### src/rtl/dma_win_pkg.sv
package dma_win_pkg;
  localparam int NCH      = 3;
  localparam int CNT_W    = 16;
  localparam int PAGE_W   = 8;
  localparam int BASE_W   = 10;
  localparam int MODE_W   = 4;
  localparam int AUTO_BIT = 2;
  localparam int BUS_AW   = 32;
  localparam int BYTE_W   = 8;

  typedef enum logic [3:0] {
    OFS_ADDR_LO = 4'h0,
    OFS_ADDR_HI = 4'h1,
    OFS_PAGE    = 4'h2,
    OFS_CNT_LO  = 4'h4,
    OFS_CNT_HI  = 4'h5,
    OFS_GROUP   = 4'h8,
    OFS_ABORT   = 4'h9,
    OFS_MODE    = 4'hB,
    OFS_CLEAR   = 4'hD,
    OFS_MASK    = 4'hF
  } ofs_e;
endpackage

### src/rtl/dma_win_decode.sv
module dma_win_decode
  import dma_win_pkg::*;
(
  input  logic [BUS_AW-1:0] addr_i,
  input  logic [BASE_W-1:0] base_i,
  output logic              hit_o,
  output logic [NCH-1:0]    sel_o,
  output logic [3:0]        ofs_o
);
  logic base_ok;

  assign base_ok = (addr_i[BUS_AW-1:16] == '0) && (addr_i[15:6] == base_i);
  assign ofs_o   = addr_i[3:0];

  // sparse channel code: 10 is left undecoded
  always_comb begin
    sel_o = '0;
    if (base_ok) begin
      unique case (addr_i[5:4])
        2'b00:   sel_o[0] = 1'b1;
        2'b01:   sel_o[1] = 1'b1;
        2'b11:   sel_o[2] = 1'b1;
        default: sel_o = '0;
      endcase
    end
  end

  assign hit_o = |sel_o;
endmodule

### src/rtl/dma_win_chan.sv
module dma_win_chan
  import dma_win_pkg::*;
(
  input  logic              clk_i,
  input  logic              rst_ni,
  input  logic              wr_i,
  input  logic [3:0]        ofs_i,
  input  logic [BYTE_W-1:0] wdata_i,
  input  logic              cfg_load_i,
  input  logic              step_en_i,
  output logic [CNT_W-1:0]  cur_addr_o,
  output logic [CNT_W-1:0]  cur_cnt_o,
  output logic [PAGE_W-1:0] page_o,
  output logic              tc_o,
  output logic              tc_evt_o
);
  logic [CNT_W-1:0]  base_addr_q, base_cnt_q, cur_addr_q, cur_cnt_q;
  logic [CNT_W-1:0]  nxt_base_addr, nxt_base_cnt;
  logic [PAGE_W-1:0] page_q;
  logic [MODE_W-1:0] mode_q;
  logic              base_wr, reload, tc, auto_rl, stepping;

  always_comb begin
    nxt_base_addr = base_addr_q;
    nxt_base_cnt  = base_cnt_q;
    base_wr       = 1'b0;
    if (wr_i) begin
      case (ofs_i)
        OFS_ADDR_LO: begin nxt_base_addr[7:0]       = wdata_i; base_wr = 1'b1; end
        OFS_ADDR_HI: begin nxt_base_addr[CNT_W-1:8] = wdata_i; base_wr = 1'b1; end
        OFS_CNT_LO:  begin nxt_base_cnt[7:0]        = wdata_i; base_wr = 1'b1; end
        OFS_CNT_HI:  begin nxt_base_cnt[CNT_W-1:8]  = wdata_i; base_wr = 1'b1; end
        default: ;
      endcase
    end
  end

  assign tc       = (cur_cnt_q == '1);
  assign reload   = base_wr | cfg_load_i;
  assign auto_rl  = mode_q[AUTO_BIT] & tc;
  assign stepping = step_en_i & ~tc & ~reload & ~auto_rl;
  assign tc_evt_o = stepping & (cur_cnt_q == '0);

  always_ff @(posedge clk_i or negedge rst_ni) begin
    if (!rst_ni) begin
      base_addr_q <= '0;
      base_cnt_q  <= '0;
      cur_addr_q  <= '0;
      cur_cnt_q   <= '0;
      page_q      <= '0;
      mode_q      <= '0;
    end else begin
      base_addr_q <= nxt_base_addr;
      base_cnt_q  <= nxt_base_cnt;
      if (wr_i && ofs_i == OFS_PAGE) page_q <= wdata_i;
      if (wr_i && ofs_i == OFS_MODE) mode_q <= wdata_i[MODE_W+1:2];
      if (reload) begin
        cur_addr_q <= nxt_base_addr;
        cur_cnt_q  <= nxt_base_cnt;
      end else if (auto_rl) begin
        cur_addr_q <= base_addr_q;
        cur_cnt_q  <= base_cnt_q;
      end else if (stepping) begin
        cur_addr_q <= cur_addr_q + 1'b1;
        cur_cnt_q  <= cur_cnt_q - 1'b1;
      end
    end
  end

  assign cur_addr_o = cur_addr_q;
  assign cur_cnt_o  = cur_cnt_q;
  assign page_o     = page_q;
  assign tc_o       = tc;
endmodule

### src/rtl/dma_win_ctrl.sv
module dma_win_ctrl
  import dma_win_pkg::*;
(
  input  logic           clk_i,
  input  logic           rst_ni,
  input  logic           wr_i,
  input  logic [3:0]     ofs_i,
  input  logic           grp_bit_i,
  input  logic           mask_bit_i,
  input  logic [NCH-1:0] sel_i,
  input  logic [NCH-1:0] tc_evt_i,
  output logic           grp_en_o,
  output logic [NCH-1:0] mask_o,
  output logic [NCH-1:0] sts_o
);
  logic clr;

  assign clr = wr_i && (ofs_i == OFS_CLEAR);

  always_ff @(posedge clk_i or negedge rst_ni) begin
    if (!rst_ni) begin
      grp_en_o <= 1'b0;
      mask_o   <= '1;
      sts_o    <= '0;
    end else if (clr) begin
      grp_en_o <= 1'b0;
      mask_o   <= '1;
      sts_o    <= '0;
    end else begin
      if (wr_i && ofs_i == OFS_GROUP) grp_en_o <= grp_bit_i;
      for (int i = 0; i < NCH; i++) begin
        if (wr_i && ofs_i == OFS_MASK && sel_i[i]) mask_o[i] <= mask_bit_i;
      end
      sts_o <= sts_o | tc_evt_i;
    end
  end
endmodule

### src/rtl/dma_win_regs.sv
module dma_win_regs
  import dma_win_pkg::*;
(
  input  logic              clk_i,
  input  logic              rst_ni,
  input  logic [BASE_W-1:0] win_base_i,
  input  logic [BUS_AW-1:0] bus_addr_i,
  input  logic              bus_wr_i,
  input  logic              bus_rd_i,
  input  logic [BYTE_W-1:0] bus_wdata_i,
  output logic [BYTE_W-1:0] bus_rdata_o,
  input  logic [NCH-1:0]    cfg_load_i,
  input  logic [NCH-1:0]    step_i,
  output logic [NCH-1:0]    tc_o,
  output logic [NCH-1:0]    mask_o,
  output logic              grp_en_o
);
  logic              win_hit;
  logic [NCH-1:0]    win_sel;
  logic [3:0]        win_ofs;
  logic [NCH-1:0]    tc_evt, sts;
  logic [CNT_W-1:0]  cur_addr [NCH];
  logic [CNT_W-1:0]  cur_cnt  [NCH];
  logic [PAGE_W-1:0] page     [NCH];
  logic [BYTE_W-1:0] rd_val;

  dma_win_decode u_dec (
    .addr_i (bus_addr_i),
    .base_i (win_base_i),
    .hit_o  (win_hit),
    .sel_o  (win_sel),
    .ofs_o  (win_ofs)
  );

  for (genvar g = 0; g < NCH; g++) begin : g_chan
    dma_win_chan u_chan (
      .clk_i      (clk_i),
      .rst_ni     (rst_ni),
      .wr_i       (bus_wr_i & win_sel[g]),
      .ofs_i      (win_ofs),
      .wdata_i    (bus_wdata_i),
      .cfg_load_i (cfg_load_i[g]),
      .step_en_i  (step_i[g] & grp_en_o & ~mask_o[g]),
      .cur_addr_o (cur_addr[g]),
      .cur_cnt_o  (cur_cnt[g]),
      .page_o     (page[g]),
      .tc_o       (tc_o[g]),
      .tc_evt_o   (tc_evt[g])
    );
  end

  dma_win_ctrl u_ctrl (
    .clk_i      (clk_i),
    .rst_ni     (rst_ni),
    .wr_i       (bus_wr_i & win_hit),
    .ofs_i      (win_ofs),
    .grp_bit_i  (bus_wdata_i[2]),
    .mask_bit_i (bus_wdata_i[0]),
    .sel_i      (win_sel),
    .tc_evt_i   (tc_evt),
    .grp_en_o   (grp_en_o),
    .mask_o     (mask_o),
    .sts_o      (sts)
  );

  always_comb begin
    rd_val = '0;
    for (int i = 0; i < NCH; i++) begin
      if (win_sel[i]) begin
        case (win_ofs)
          OFS_ADDR_LO: rd_val = cur_addr[i][7:0];
          OFS_ADDR_HI: rd_val = cur_addr[i][CNT_W-1:8];
          OFS_PAGE:    rd_val = page[i];
          OFS_CNT_LO:  rd_val = cur_cnt[i][7:0];
          OFS_CNT_HI:  rd_val = cur_cnt[i][CNT_W-1:8];
          OFS_GROUP:   rd_val = {{(BYTE_W-NCH){1'b0}}, sts};
          default:     rd_val = '0;
        endcase
      end
    end
  end

  always_ff @(posedge clk_i or negedge rst_ni) begin
    if (!rst_ni)                 bus_rdata_o <= '0;
    else if (bus_rd_i && win_hit) bus_rdata_o <= rd_val;
    else                         bus_rdata_o <= '0;
  end
endmodule

### config.mk
export PLATFORM = sky130hd
export DESIGN_NAME = dma_win_regs
export DESIGN_NICKNAME = d
export VERILOG_FILES = /design/src/rtl/dma_win_pkg.sv /design/src/rtl/dma_win_decode.sv /design/src/rtl/dma_win_chan.sv /design/src/rtl/dma_win_ctrl.sv /design/src/rtl/dma_win_regs.sv
export SDC_FILE = /design/constraint.sdc
export NUM_CORES = 1
export LEC_CHECK = 0
export BUFFER_PORTS_ARGS = -buffer_cell sky130_fd_sc_hd__buf_2
export CORE_MARGIN = 10
export CORE_UTILIZATION = 67
export CTS_CLUSTER_DIAMETER = 40
export DETAILED_ROUTE_END_ITERATION = 8
export PLACE_DENSITY = 0.86
export SLEW_MARGIN = 40
export SYNTH_ARGS = -nofsm -noshare
export SYNTH_HDL_FRONTEND = slang
export SYNTH_HIERARCHICAL = 1
export SYNTH_SLANG_ARGS = --single-unit
### constraint.sdc
create_clock -name clk_i -period 4.8 [get_ports clk_i]
set_clock_uncertainty 0.15 [all_clocks]
set_input_delay 0.24 -clock clk_i [delete_from_list [all_inputs] [get_ports clk_i]]
set_output_delay 0.24 -clock clk_i [all_outputs]
set_load 0.05 [all_outputs]
After elaboration in Yosys (flattened, before gate mapping)
Index checks and enable logic that the tools add are counted.

word-level totals
  flip-flop bits (word level) = 240
  bits in latches = 0
  RAM bits = 0
  ROM bits = 0
  input bits = 60
  output and inout bits = 15
  logic and storage cells = 172
  memories = 0

operators by class
  $add $sub $neg = 6
  multiply operators = 0
  divide/modulo/power cells = 0
  magnitude comparators = 0
  eq/ne operators = 14
  shift operators = 0
  muxes and demuxes = 58
  bitwise operators = 41
  reductions and logical operators = 29

operators with widths
  operator                 count
  $mux W16                 24
  $pmux W8 S6              3
  $mux W8                  16
  $logic_not A16 Y1        4
  $add A16 B1 Y16 const B  3
  $eq A16 B16 Y1 const B   3
  $sub A16 B1 Y16 const B  3
  $and A1 B1 Y1            25
  $eq A4 B4 Y1 const B     4
  $logic_and A1 B1 Y1      14
  $mux W1                  12
  $not A1 Y1               12
  $eq A10 B10 Y1           1
  $mux W3                  3
  $reduce_bool A3 Y1       3
  $eq A4 B3 Y1 const B     2
  $reduce_bool A2 Y1       4
  $eq A4 B1 Y1 const B     1
  $eq A4 B2 Y1 const B     1
  $logic_not A4 Y1         1
  $reduce_or A4 Y1         1
  $or A1 B1 Y1             3
  $or A3 B3 Y3             1
  $reduce_or A3 Y1         1
  other kinds (3)          3

Logic depth before layout (Yosys ltp)
Gate-level depths: netlist (run 1).

  depth in word-level cells = 12
  gate-level depth with buffers = 14
  depth with buffers taken out = 11

By module
The synthesis (run 1) kept the hierarchy.

by module, submodules not included
  module                               instances  cells each  area each (µm²)  sequential area each (µm²)
  dma_win_chan (g_chan[0].u_chan ...)  2          379         3945.0           1826.8
  dma_win_chan (g_chan[2].u_chan)      1          397         3918.8           1826.8
  dma_win_regs                         1          209         1657.8           200.2
  dma_win_ctrl                         1          33          341.6            178.9
  dma_win_decode                       1          29          242.7            0.0

Worst setup path before layout (run 1)
OpenSTA, ideal clock, no wires.

  path kind = in2reg
  start point = input bus_addr_i[20]
  end point = register g_chan[1].u_chan.cur_cnt_q[14]
  library setup time = 0.139 ns
  arrival = 3.583 ns
  required time = 4.511 ns
  path slack = 0.929 ns
  cell stages on the path = 11
  path buffers = 1
  cells stage by stage = nor4_2 nand4_1 or4_4 nor4b_2 and2_1 nor3b_1 and3_1 clkbuf_1 mux2_2 nand2_1 or4b_1

between the ends
  elaborated cells on any way between the ends = 12
  those cells by class = mux: 4; bitwise: 5; reduce/logical: 3

RTL lines
  element                                      line                  source
  start, declared                              dma_win_regs.sv:7     input logic [BUS_AW-1:0] bus_addr_i,
  $logic_not A16 Y1                            dma_win_decode.sv:12  assign base_ok = (addr_i[BUS_AW-1:16] == '0) && (addr_i[15:6] == base_i);
  $logic_and A1 B1 Y1                          dma_win_decode.sv:12
  $mux W3                                      dma_win_decode.sv:18  if (base_ok) begin
  named net win_sel[1]                         dma_win_regs.sv:19    logic [NCH-1:0] win_sel;
  $and A1 B1 Y1                                dma_win_regs.sv:39    .wr_i (bus_wr_i & win_sel[g]),
  $mux W16                                     dma_win_chan.sv:27    if (wr_i) begin
  named net g_chan[1].u_chan.nxt_base_cnt[14]  dma_win_chan.sv:18    logic [CNT_W-1:0] nxt_base_addr, nxt_base_cnt;
  $mux W16                                     dma_win_chan.sv:57    if (reload) begin
  end signal, assigned                         dma_win_chan.sv:59    cur_cnt_q <= nxt_base_cnt;
  end signal, assigned                         dma_win_chan.sv:62    cur_cnt_q <= base_cnt_q;
  end signal, assigned                         dma_win_chan.sv:65    cur_cnt_q <= cur_cnt_q - 1'b1;
  end, declared                                dma_win_chan.sv:17    logic [CNT_W-1:0] base_addr_q, base_cnt_q, cur_addr_q, cur_cnt_q;

The timed path passes the listed nets, and every way through them passes these cells.
A chain may end at the register's enable or synchronous reset.

Worst setup path after layout (run 1)
Ends and elaborated chain as after synthesis.

==> results of run 1 <==
[registers in the layout, indices dropped and copies added, names as in the netlist]
| register | flops |
|---|---|
| u_ctrl/grp_en_o | 1 |
| g_chan.u_chan/mode_q | 3 |
| g_chan.u_chan/base_cnt_q | 48 |
| g_chan.u_chan/page_o | 24 |
| bus_rdata_o | 8 |
| u_ctrl/sts_o | 3 |
| g_chan.u_chan/cur_cnt_o | 48 |
| g_chan.u_chan/base_addr_q | 48 |
| g_chan.u_chan/cur_addr_o | 48 |
| u_ctrl/mask_o | 3 |
[cells in the mapped netlist (all sizes together), types with 9 or more instances]
cell type / count / area share, %
a211oi: 15 / 0.80
a21oi: 71 / 2.5
a22o: 14 / 0.87
a22oi: 14 / 0.75
a31oi: 12 / 0.53
and3: 10 / 0.45
buf: 41 / 1.9
clkbuf: 45 / 1.2
dfrtp: 231 / 41
ha: 9 / 0.80
inv: 18 / 0.48
mux2: 115 / 9.2
mux2i: 37 / 2.6
nand2: 135 / 3.6
nand2b: 17 / 0.76
nand3: 52 / 1.9
nand3b: 11 / 0.68
nand4: 37 / 2.2
nor2: 96 / 2.8
nor2b: 12 / 0.59
nor3: 59 / 2.3
nor3b: 10 / 0.64
nor4: 26 / 1.6
o211ai: 14 / 0.75
o21ai: 81 / 2.9
o221ai: 15 / 0.94
o22ai: 12 / 0.53
o31ai: 17 / 0.91
or3: 27 / 1.2
or4: 12 / 0.77
xnor2: 32 / 2.0
xor2: 14 / 0.93
[layout make-up]
type | instances | share of cell area [%]
clock buffer | 40 | 5.97
timing repair buffer | 95 | 3.79
multi-input combinational | 1088 | 48.8
inverter | 18 | 0.427
clock inverter | 23 | 1.84
sequential | 234 | 37.0
tap | 270 | 2.13
[worst min-delay path, delay by kind of cell]
kind | cells | cell delay, ns
AND/OR/NAND/NOR | 1 | 0.11
AO/OA/AOI/OAI | 1 | 0.14
buffers and inverters | 1 | 0.13
[metrics by stage]
stage / utilization, % / cells / power, µW
2_1_floorplan: - / 1426 / 2330
3_3_place_gp: 70.9 / 1701 / 2490
3_5_place_dp: 71.2 / 1703 / 2510
4_1_cts: 77.3 / 1768 / 5180
5_1_grt: 77.5 / 1768 / 5320
6_report: 77.5 / 1768 / 5190
[worst max-delay path by stage]
stage | from | endpoint | slack, ns | cells after the start
2_1_floorplan | bus_addr_i[20] | g_chan[1].u_chan/cur_cnt_o[14]$_DFFE_PN0P_ | 0.93 | 11
3_3_place_gp | bus_addr_i[19] | g_chan[1].u_chan/cur_cnt_o[14]$_DFFE_PN0P_ | 0.54 | 11
3_5_place_dp | bus_addr_i[20] | g_chan[1].u_chan/cur_cnt_o[14]$_DFFE_PN0P_ | 0.44 | 11
4_1_cts | bus_addr_i[20] | g_chan[1].u_chan/cur_cnt_o[14]$_DFFE_PN0P_ | 0.89 | 11
5_1_grt | bus_addr_i[19] | g_chan[1].u_chan/cur_cnt_o[14]$_DFFE_PN0P_ | 0.90 | 11
6_report | bus_addr_i[20] | g_chan[1].u_chan/cur_cnt_o[14]$_DFFE_PN0P_ | 0.94 | 11
[layer usage]
metal | up-vias | GRT usage, % | share of wire [%]
li1 | 5473 | - | -
met1 | 6187 | 40.8 | 37
met2 | 947 | 50.2 | 46
met3 | 184 | 7.19 | 12
met4 | 0 | 14.7 | 4.5
met5 | - | 0 | 0
[timing repair]
action | 4_1_cts | 5_1_grt
hold endpoints to repair | 163 | 0
hold buffers | 2 | 0
setup buffers | 0 | 0
[logic make-up (layout without fill, tap and decap cells)]
group | count (synthesis) | after routing | share of synthesized area [%]
AO/OA/AOI/OAI | 340 | 340 | 17.0
XOR/XNOR | 46 | 46 | 2.92
adder cells (fa/ha/maj) | 9 | 9 | 0.801
buffers and inverters | 104 | 176 | 3.65
flip-flops | 234 | 234 | 41.7
multiplexers | 154 | 154 | 12.2
AND/OR/NAND/NOR | 539 | 539 | 21.8
[power breakdown]
part           internal (µW)  switching [µW]  total, µW
clock network           1700             987       2690
registers               2010            79.8       2090
logic                    139             270        409
==> qor.yml, run 1 <==
layout:
  regArea_um2: 5860
  layout_common_cells: "231 x dfrtp_1, 135 x nand2_1, 115 x mux2_2"
  multiInputGateArea_um2: 7730
  fin_nets: 1541
  stdcell_area_um2: 15800
  num_antenna_cells: 0
  fillers: 1316
  drive_gt1_share_pct: 22.8
  area_growth_pct: 12.7
  final_common_cell: "dfrtp_1"
placement:
  dpl.hpwl_mm: 27.9
  io_buffers: 74
  dpl-instance-area_um2: 14500
  dp_slack_ns: 0.436
  gp_congestion: 0.970
global_route:
  grt_usage_pct: 31.8
  grt.overflow.total: 0
  grt_first_pass_wirelength_mm: 69.2
  grt_start_max_net_pins: 96
  grt_pass1_vias: 12500
  antenna_found_initial: 0
timing:
  report.final.slew_viol_count: 0
  max_clock_freq_mhz: 259
  period_minus_slack_ns: 3.86
  fin_hold_ws_ns: 0.00837
  hold_violations: 0
  relSlewSlack_pct: 43.4
  tns_ns: 0
  final-setup-viol-count: 0
  rsz0062_at_grt: "false"
  worstMarginPinSlew_ns: 0.841
  post-route-period-util_pct: 80.3
  fin_ws_ns: 0.944
clocking:
  cts_tree: "yes"
  path_clk_slew_ns: 0.06
  cts_made_buffers: 35
  cts.sinks: 234
  clockBufferDepth: 3
  ctsHtreeMaxLevel: 2
  cts_resized: 0
  clk_latency_ns: 0.51
  clockRootBuffer: "clkbuf_16"
drt:
  avgViaCountPerCell: 7.23
  first_pass_iters: 6
  wl_mm: 44.0
  dr_total_vias: 12800
  post_drt_wl_per_cell_um: 24.9
  ant_nets: 0
  drt_iter0_drc: 1827
  drcViolationCount: 0
synth:
  synth-main-ff-cell: "dfrtp_1"
  synth_area_per_cell_um2: 9.85
  yosysWarnings: 6
  syn_area_um2: 14100
  ys_ff_latch: 234
  yosysSeqAreaShare_pct: 41.7
  async_flop_share_pct: 100
  syn_nets: 1495
  synth-edff-count: 0
  synth.distinct_cells: 95
  syn_inst: 1426
worst_setup_path:
  slowest_stage: "nor4b_2"
  r2r-end: "g_chan[1].u_chan/cur_cnt_o[7]$_DFFE_PN0P_"
  r2r_cells: 7
  max_stage_delay_ns: 0.66
  worstPathCellList: "buf_2 -> nor4_2 -> nand4_1 -> or4_4 -> nor4b_2 -> and2_1 -> nor3b_2 -> and3_1 -> mux2_2 -> nand2_1 -> or4b_1"
  arrival_ns: 4.09
  critPathKind: "in2reg"
  rrSetupSlack_ns: 1.68
  cpLargestDelayFamily: "simple AND/OR/NAND/NOR gates"
  crit_required_ns: 5.03
  setup.worst_path.end_class: "register"
  rr_startpoint: "g_chan[1].u_chan/cur_cnt_o[0]$_DFFE_PN0P_"
  crit_buf_inv: 1
  start_kind: "input pin"
  critPathMaxFanout: 8
floorplanning:
  rows: 52
  core_um2: 20400
  start_util_pct: 68.8
  ioPinCount: 75
  die_x_um: 165
  fp.dieH_um: 165
  dieArea_um2: 27200
min_path:
  hp-start: "cfg_load_i[1]"
  hold_path.class: "in2reg"
  worstHoldEndpoint: "g_chan[1].u_chan/cur_cnt_o[6]$_DFFE_PN0P_"
  whs_path_depth: 3
power:
  powerDensity_nw_per_um2: 328
  power_leakage_uw: 0.00699
  peakVddDrop_v: 0.000325
outcome:
  status: "finished clean"
run:
  maxCapViolCount: 0
Note: power is estimated with default switching activity, not from simulation.
==> run 2: changes to the inputs <==
- CORE_UTILIZATION: 67 -> 62
- PLACE_DENSITY: 0.86 -> 0.81
- clock period: 4.8 -> 3.55 ns (I/O delays scaled with it)
==> qor.yml, run 2 (synthesis gave the netlist of run 1 again) <==
layout:
  stdcell_area_um2: 16100
  layout_common_cells: "231 x dfrtp_1, 135 x nand2_1, 115 x mux2_2"
  area_growth_pct: 14.3
  drive_gt1_share_pct: 23.9
  fillers: 1563
  final_core_util_pct: 71.4
  fin_cells: 1813
  regArea_um2: 5860
  multiInputGateArea_um2: 7740
  final_common_cell: "dfrtp_1"
  fin_nets: 1570
drt:
  wl_mm: 43.7
  avgViaCountPerCell: 7.10
  drt_iter0_drc: 1858
  post_drt_wl_per_cell_um: 24.1
  dr_total_vias: 12900
  ant_nets: 0
  drcViolationCount: 0
  first_pass_iters: 6
floorplanning:
  rows: 55
  fp.dieH_um: 171
  die_x_um: 171
  ioPinCount: 75
  dieArea_um2: 29100
  start_util_pct: 62.4
  core_um2: 22500
clocking:
  path_clk_slew_ns: 0.05
  cts_resized: 0
  cts_made_buffers: 35
  cts.sinks: 234
  clockBufferDepth: 3
  clk_latency_ns: 0.51
  clockRootBuffer: "clkbuf_16"
  ctsHtreeMaxLevel: 2
  cts_tree: "yes"
power:
  peakVddDrop_v: 0.000378
  p_total_uw: 6930
  power_leakage_uw: 0.00713
  powerDensity_nw_per_um2: 431
worst_setup_path:
  setup.worst_path.end_class: "register"
  critPathKind: "in2reg"
  critPathMaxFanout: 7
  start_kind: "input pin"
  slowest_stage: "or4_4"
  worstPathCellList: "buf_2 -> nor4_2 -> nand4_1 -> or4_4 -> nor4b_4 -> and2_1 -> nor3b_2 -> and3_1 -> buf_4 -> mux2_2 -> o2bb2ai_1 -> a31o_2"
  arrival_ns: 3.35
  max_stage_delay_ns: 0.63
  crit_buf_inv: 2
  cpLargestDelayFamily: "simple AND/OR/NAND/NOR gates"
  crit_required_ns: 3.79
placement:
  dpl.hpwl_mm: 28.6
  dp_cells: 1745
  dpl-instance-area_um2: 14800
  gp_congestion: 0.928
  dp_slack_ns: 0.0113
  io_buffers: 74
timing:
  post-route-period-util_pct: 87.5
  period_minus_slack_ns: 3.11
  fin_ws_ns: 0.445
  fin_hold_ws_ns: -0.00903
  worstMarginPinSlew_ns: 0.877
  report.final.slew_viol_count: 0
  rsz0062_at_grt: "false"
  max_clock_freq_mhz: 322
  relSlewSlack_pct: 41.5
  hold_violations: 11
  final-setup-viol-count: 0
global_route:
  grt.overflow.total: 0
  grt_pass1_vias: 12600
  grt_start_max_net_pins: 111
  grt_usage_pct: 29.6
  antenna_found_initial: 1
  grt_first_pass_wirelength_mm: 69.2
min_path:
  hold_path.class: "in2async"
outcome:
  violations: "hold timing"
  status: "finished with violations"
run:
  maxCapViolCount: 0
==> run 2: path summary, 6_finish.rpt <==
path                                                            start  depth (start not counted)                                          to  slack (ns)
max                                                    bus_addr_i[19]                         12   g_chan[1].u_chan/cur_cnt_o[9]$_DFFE_PN0P_        0.44
min                                                            rst_ni                          2   g_chan[2].u_chan/base_cnt_q[12]$_DFF_PN0_      -0.009
max reg2reg                               u_ctrl/grp_en_o$_DFFE_PN0P_                          6  g_chan[1].u_chan/cur_cnt_o[14]$_DFFE_PN0P_        0.62
min reg2reg                g_chan[2].u_chan/base_addr_q[10]$_DFF_PN0_                          2  g_chan[2].u_chan/base_addr_q[10]$_DFF_PN0_        0.33
max in group asynchronous                                      rst_ni                          4   g_chan[2].u_chan/base_addr_q[5]$_DFF_PN0_        2.12
min in group clk_i                                     bus_wdata_i[5]                          3  g_chan[2].u_chan/base_addr_q[13]$_DFF_PN0_        0.05
==> run 2: what timing repair did <==
item	CTS	global route
endpoints found under the hold margin	107	0
hold buffers	2	0
setup buffers	0	0
==> run 2: layout make-up <==
type / count / share of cell area (%)
Tap cell: 285 / 2.22
Sequential cell: 234 / 36.5
Clock buffer: 43 / 6.09
Clock inverter: 19 / 1.43
Inverter: 18 / 0.421
Antenna cell: 2 / 0.0312
Multi-Input combinational cell: 1088 / 48.2
Timing Repair Buffer: 124 / 5.16
==> run 2: metal layers <==
layer	track usage [%]	vias up	share of wire (%)
met5	0	-	0
met4	13.6	0	3.9
met3	6.15	159	11
met2	45.4	891	46
met1	39.4	6276	39
li1	-	5541	-
==> run 2: stage by stage <==
step	hold slack, ns	setup TNS (ns)
3_5_place_dp	0.143	0
4_1_cts	0.0104	0
3_3_place_gp	0.133	0
2_1_floorplan	-0.268	-0.00706
6_report	-0.00903	0
5_1_grt	0.0254	0
==> run 2: where the power goes <==
| part | switching (µW) | leakage, µW | internal (µW) | total, µW |
|---|---|---|---|---|
| Combinational | 368 | 0.00338 | 197 | 565 |
| Sequential | 109 | 0.00317 | 2720 | 2830 |
| Clock | 1280 | 0.000582 | 2260 | 3540 |
| Total | 1750 | 0.00713 | 5180 | 6930 |
==> run 3: changes to the inputs <==
- CORE_ASPECT_RATIO: unset -> 2
==> qor.yml, run 3 (synthesis gave the netlist of run 1 again) <==
placement:
  gp_congestion: 1.04
  io_buffers: 74
  dp_slack_ns: -0.0214
  dpl-instance-area_um2: 14900
  dpl.hpwl_mm: 31.3
  dp_cells: 1746
layout:
  drive_gt1_share_pct: 23.8
  stdcell_area_um2: 16000
  final_common_cell: "dfrtp_1"
  final_core_util_pct: 71.8
  fin_cells: 1805
  fin_nets: 1577
  layout_common_cells: "231 x dfrtp_1, 135 x nand2_1, 115 x mux2_2"
  area_growth_pct: 13.7
drt:
  first_pass_iters: 7
  wl_mm: 45.4
  ant_nets: 0
  avgViaCountPerCell: 7.02
  post_drt_wl_per_cell_um: 25.2
  drcViolationCount: 0
  drt_iter0_drc: 1263
  dr_total_vias: 12700
worst_setup_path:
  arrival_ns: 3.30
  crit_required_ns: 3.81
  setup.worst_path.end_class: "register"
  critPathKind: "in2reg"
  start_kind: "input pin"
  critPathMaxFanout: 8
outcome:
  status: "finished clean"
timing:
  relSlewSlack_pct: 51.5
  final-setup-viol-count: 0
  hold_violations: 0
  report.final.slew_viol_count: 0
  period_minus_slack_ns: 3.04
  fin_ws_ns: 0.508
  worstMarginPinSlew_ns: 0.727
  post-route-period-util_pct: 85.7
  rsz0062_at_grt: "false"
  max_clock_freq_mhz: 329
clocking:
  clk_latency_ns: 0.56
  post_cts_buffers: 0
  cts_made_buffers: 27
  cts.sinks: 234
  ctsHtreeMaxLevel: 1
  clockBufferDepth: 3
  cts_resized: 0
  clockRootBuffer: "clkbuf_16"
  cts_tree: "yes"
  path_clk_slew_ns: 0.06
floorplanning:
  rows: 77
  ioPinCount: 75
  core_um2: 22300
  die_x_um: 126
  dieArea_um2: 29500
  fp.dieH_um: 233
  start_util_pct: 63.1
power:
  peakVddDrop_v: 0.000451
  power_leakage_uw: 0.00712
  p_total_uw: 6440
  powerDensity_nw_per_um2: 403
global_route:
  grt_pass1_vias: 12900
  grt_usage_pct: 30.1
  antenna_found_initial: 1
  grt.overflow.total: 0
  grt_start_max_net_pins: 106
  grt_first_pass_wirelength_mm: 71.3
min_path:
  hold_path.class: "in2reg"
run:
  maxCapViolCount: 0
## run 3: cell count changes in the layout (fill, tap and decap cells not counted), sizes merged
cell,change
buf,+9
clkbuf,-11
clkinv,-4
clkinvlp,-3
diode,-1
dlygate4sd3,+6
inv,+5
## run 3: worst paths after layout
path,start,to,slack [ns],cells past startpoint
worst max-delay path,bus_addr_i[20],g_chan[1].u_chan/cur_addr_o[12]$_DFFE_PN0P_,0.51,12
worst min-delay path,cfg_load_i[1],g_chan[1].u_chan/cur_addr_o[8]$_DFFE_PN0P_,0.02,5
worst max register to register,g_chan[0].u_chan/cur_cnt_o[0]$_DFFE_PN0P_,g_chan[0].u_chan/cur_cnt_o[9]$_DFFE_PN0P_,0.56,6
worst min register to register,g_chan[2].u_chan/base_addr_q[8]$_DFF_PN0_,g_chan[2].u_chan/base_addr_q[8]$_DFF_PN0_,0.34,2
max in group asynchronous,rst_ni,g_chan[2].u_chan/base_cnt_q[8]$_DFF_PN0_,1.71,5
min in group asynchronous,rst_ni,g_chan[0].u_chan/base_cnt_q[4]$_DFF_PN0_,0.46,3
## run 3: what timing repair did
action,4_1_cts,5_1_grt
endpoints found under the setup margin,0,0
endpoints found under the hold margin,113,31
hold buffers,7,1
## run 3: layer usage
layer	GRT usage [%]	up-vias	share of wire, %
met4	22.0	0	7.3
li1	-	5538	-
met5	0	-	0
met3	3.73	217	7.2
met2	53.0	714	52
met1	32.1	6203	34
## run 3: per-stage QoR
stage	TNS, ns	hold WS [ns]
floorplan	-0.00706	-0.268
global placement	0	0.128
detailed placement	-0.0303	0.131
CTS	0	0.00487
global route	0	0.0362
finish	0	0.0208
## run 3: area by class of cell
type                            count  area, µm²
Sequential cell                   234       5860
Fill cell                        1608       6280
Antenna cell                        1       2.50
Clock inverter                     17        250
Inverter                           18       67.6
Timing Repair Buffer              139        975
Clock buffer                       32        734
Multi-Input combinational cell   1088       7740
Tap cell                          276        345
## run 3: critical path: stages
cell and delay, ns:
buf_2 0.10, nor4_2 0.26, nand4_1 0.12, or4_4 0.62
nor4b_4 0.31, and2_1 0.29, nor3b_2 0.29, buf_4 0.18
nand3b_1 0.32, mux2_2 0.40, o21ai_0 0.16, a21oi_1 0.07
## run 3: where the power goes
part           switching [µW]  leakage (µW)  internal [µW]
Combinational             370       0.00347            208
Clock                    1230      0.000478           1810
Sequential                107       0.00317           2710
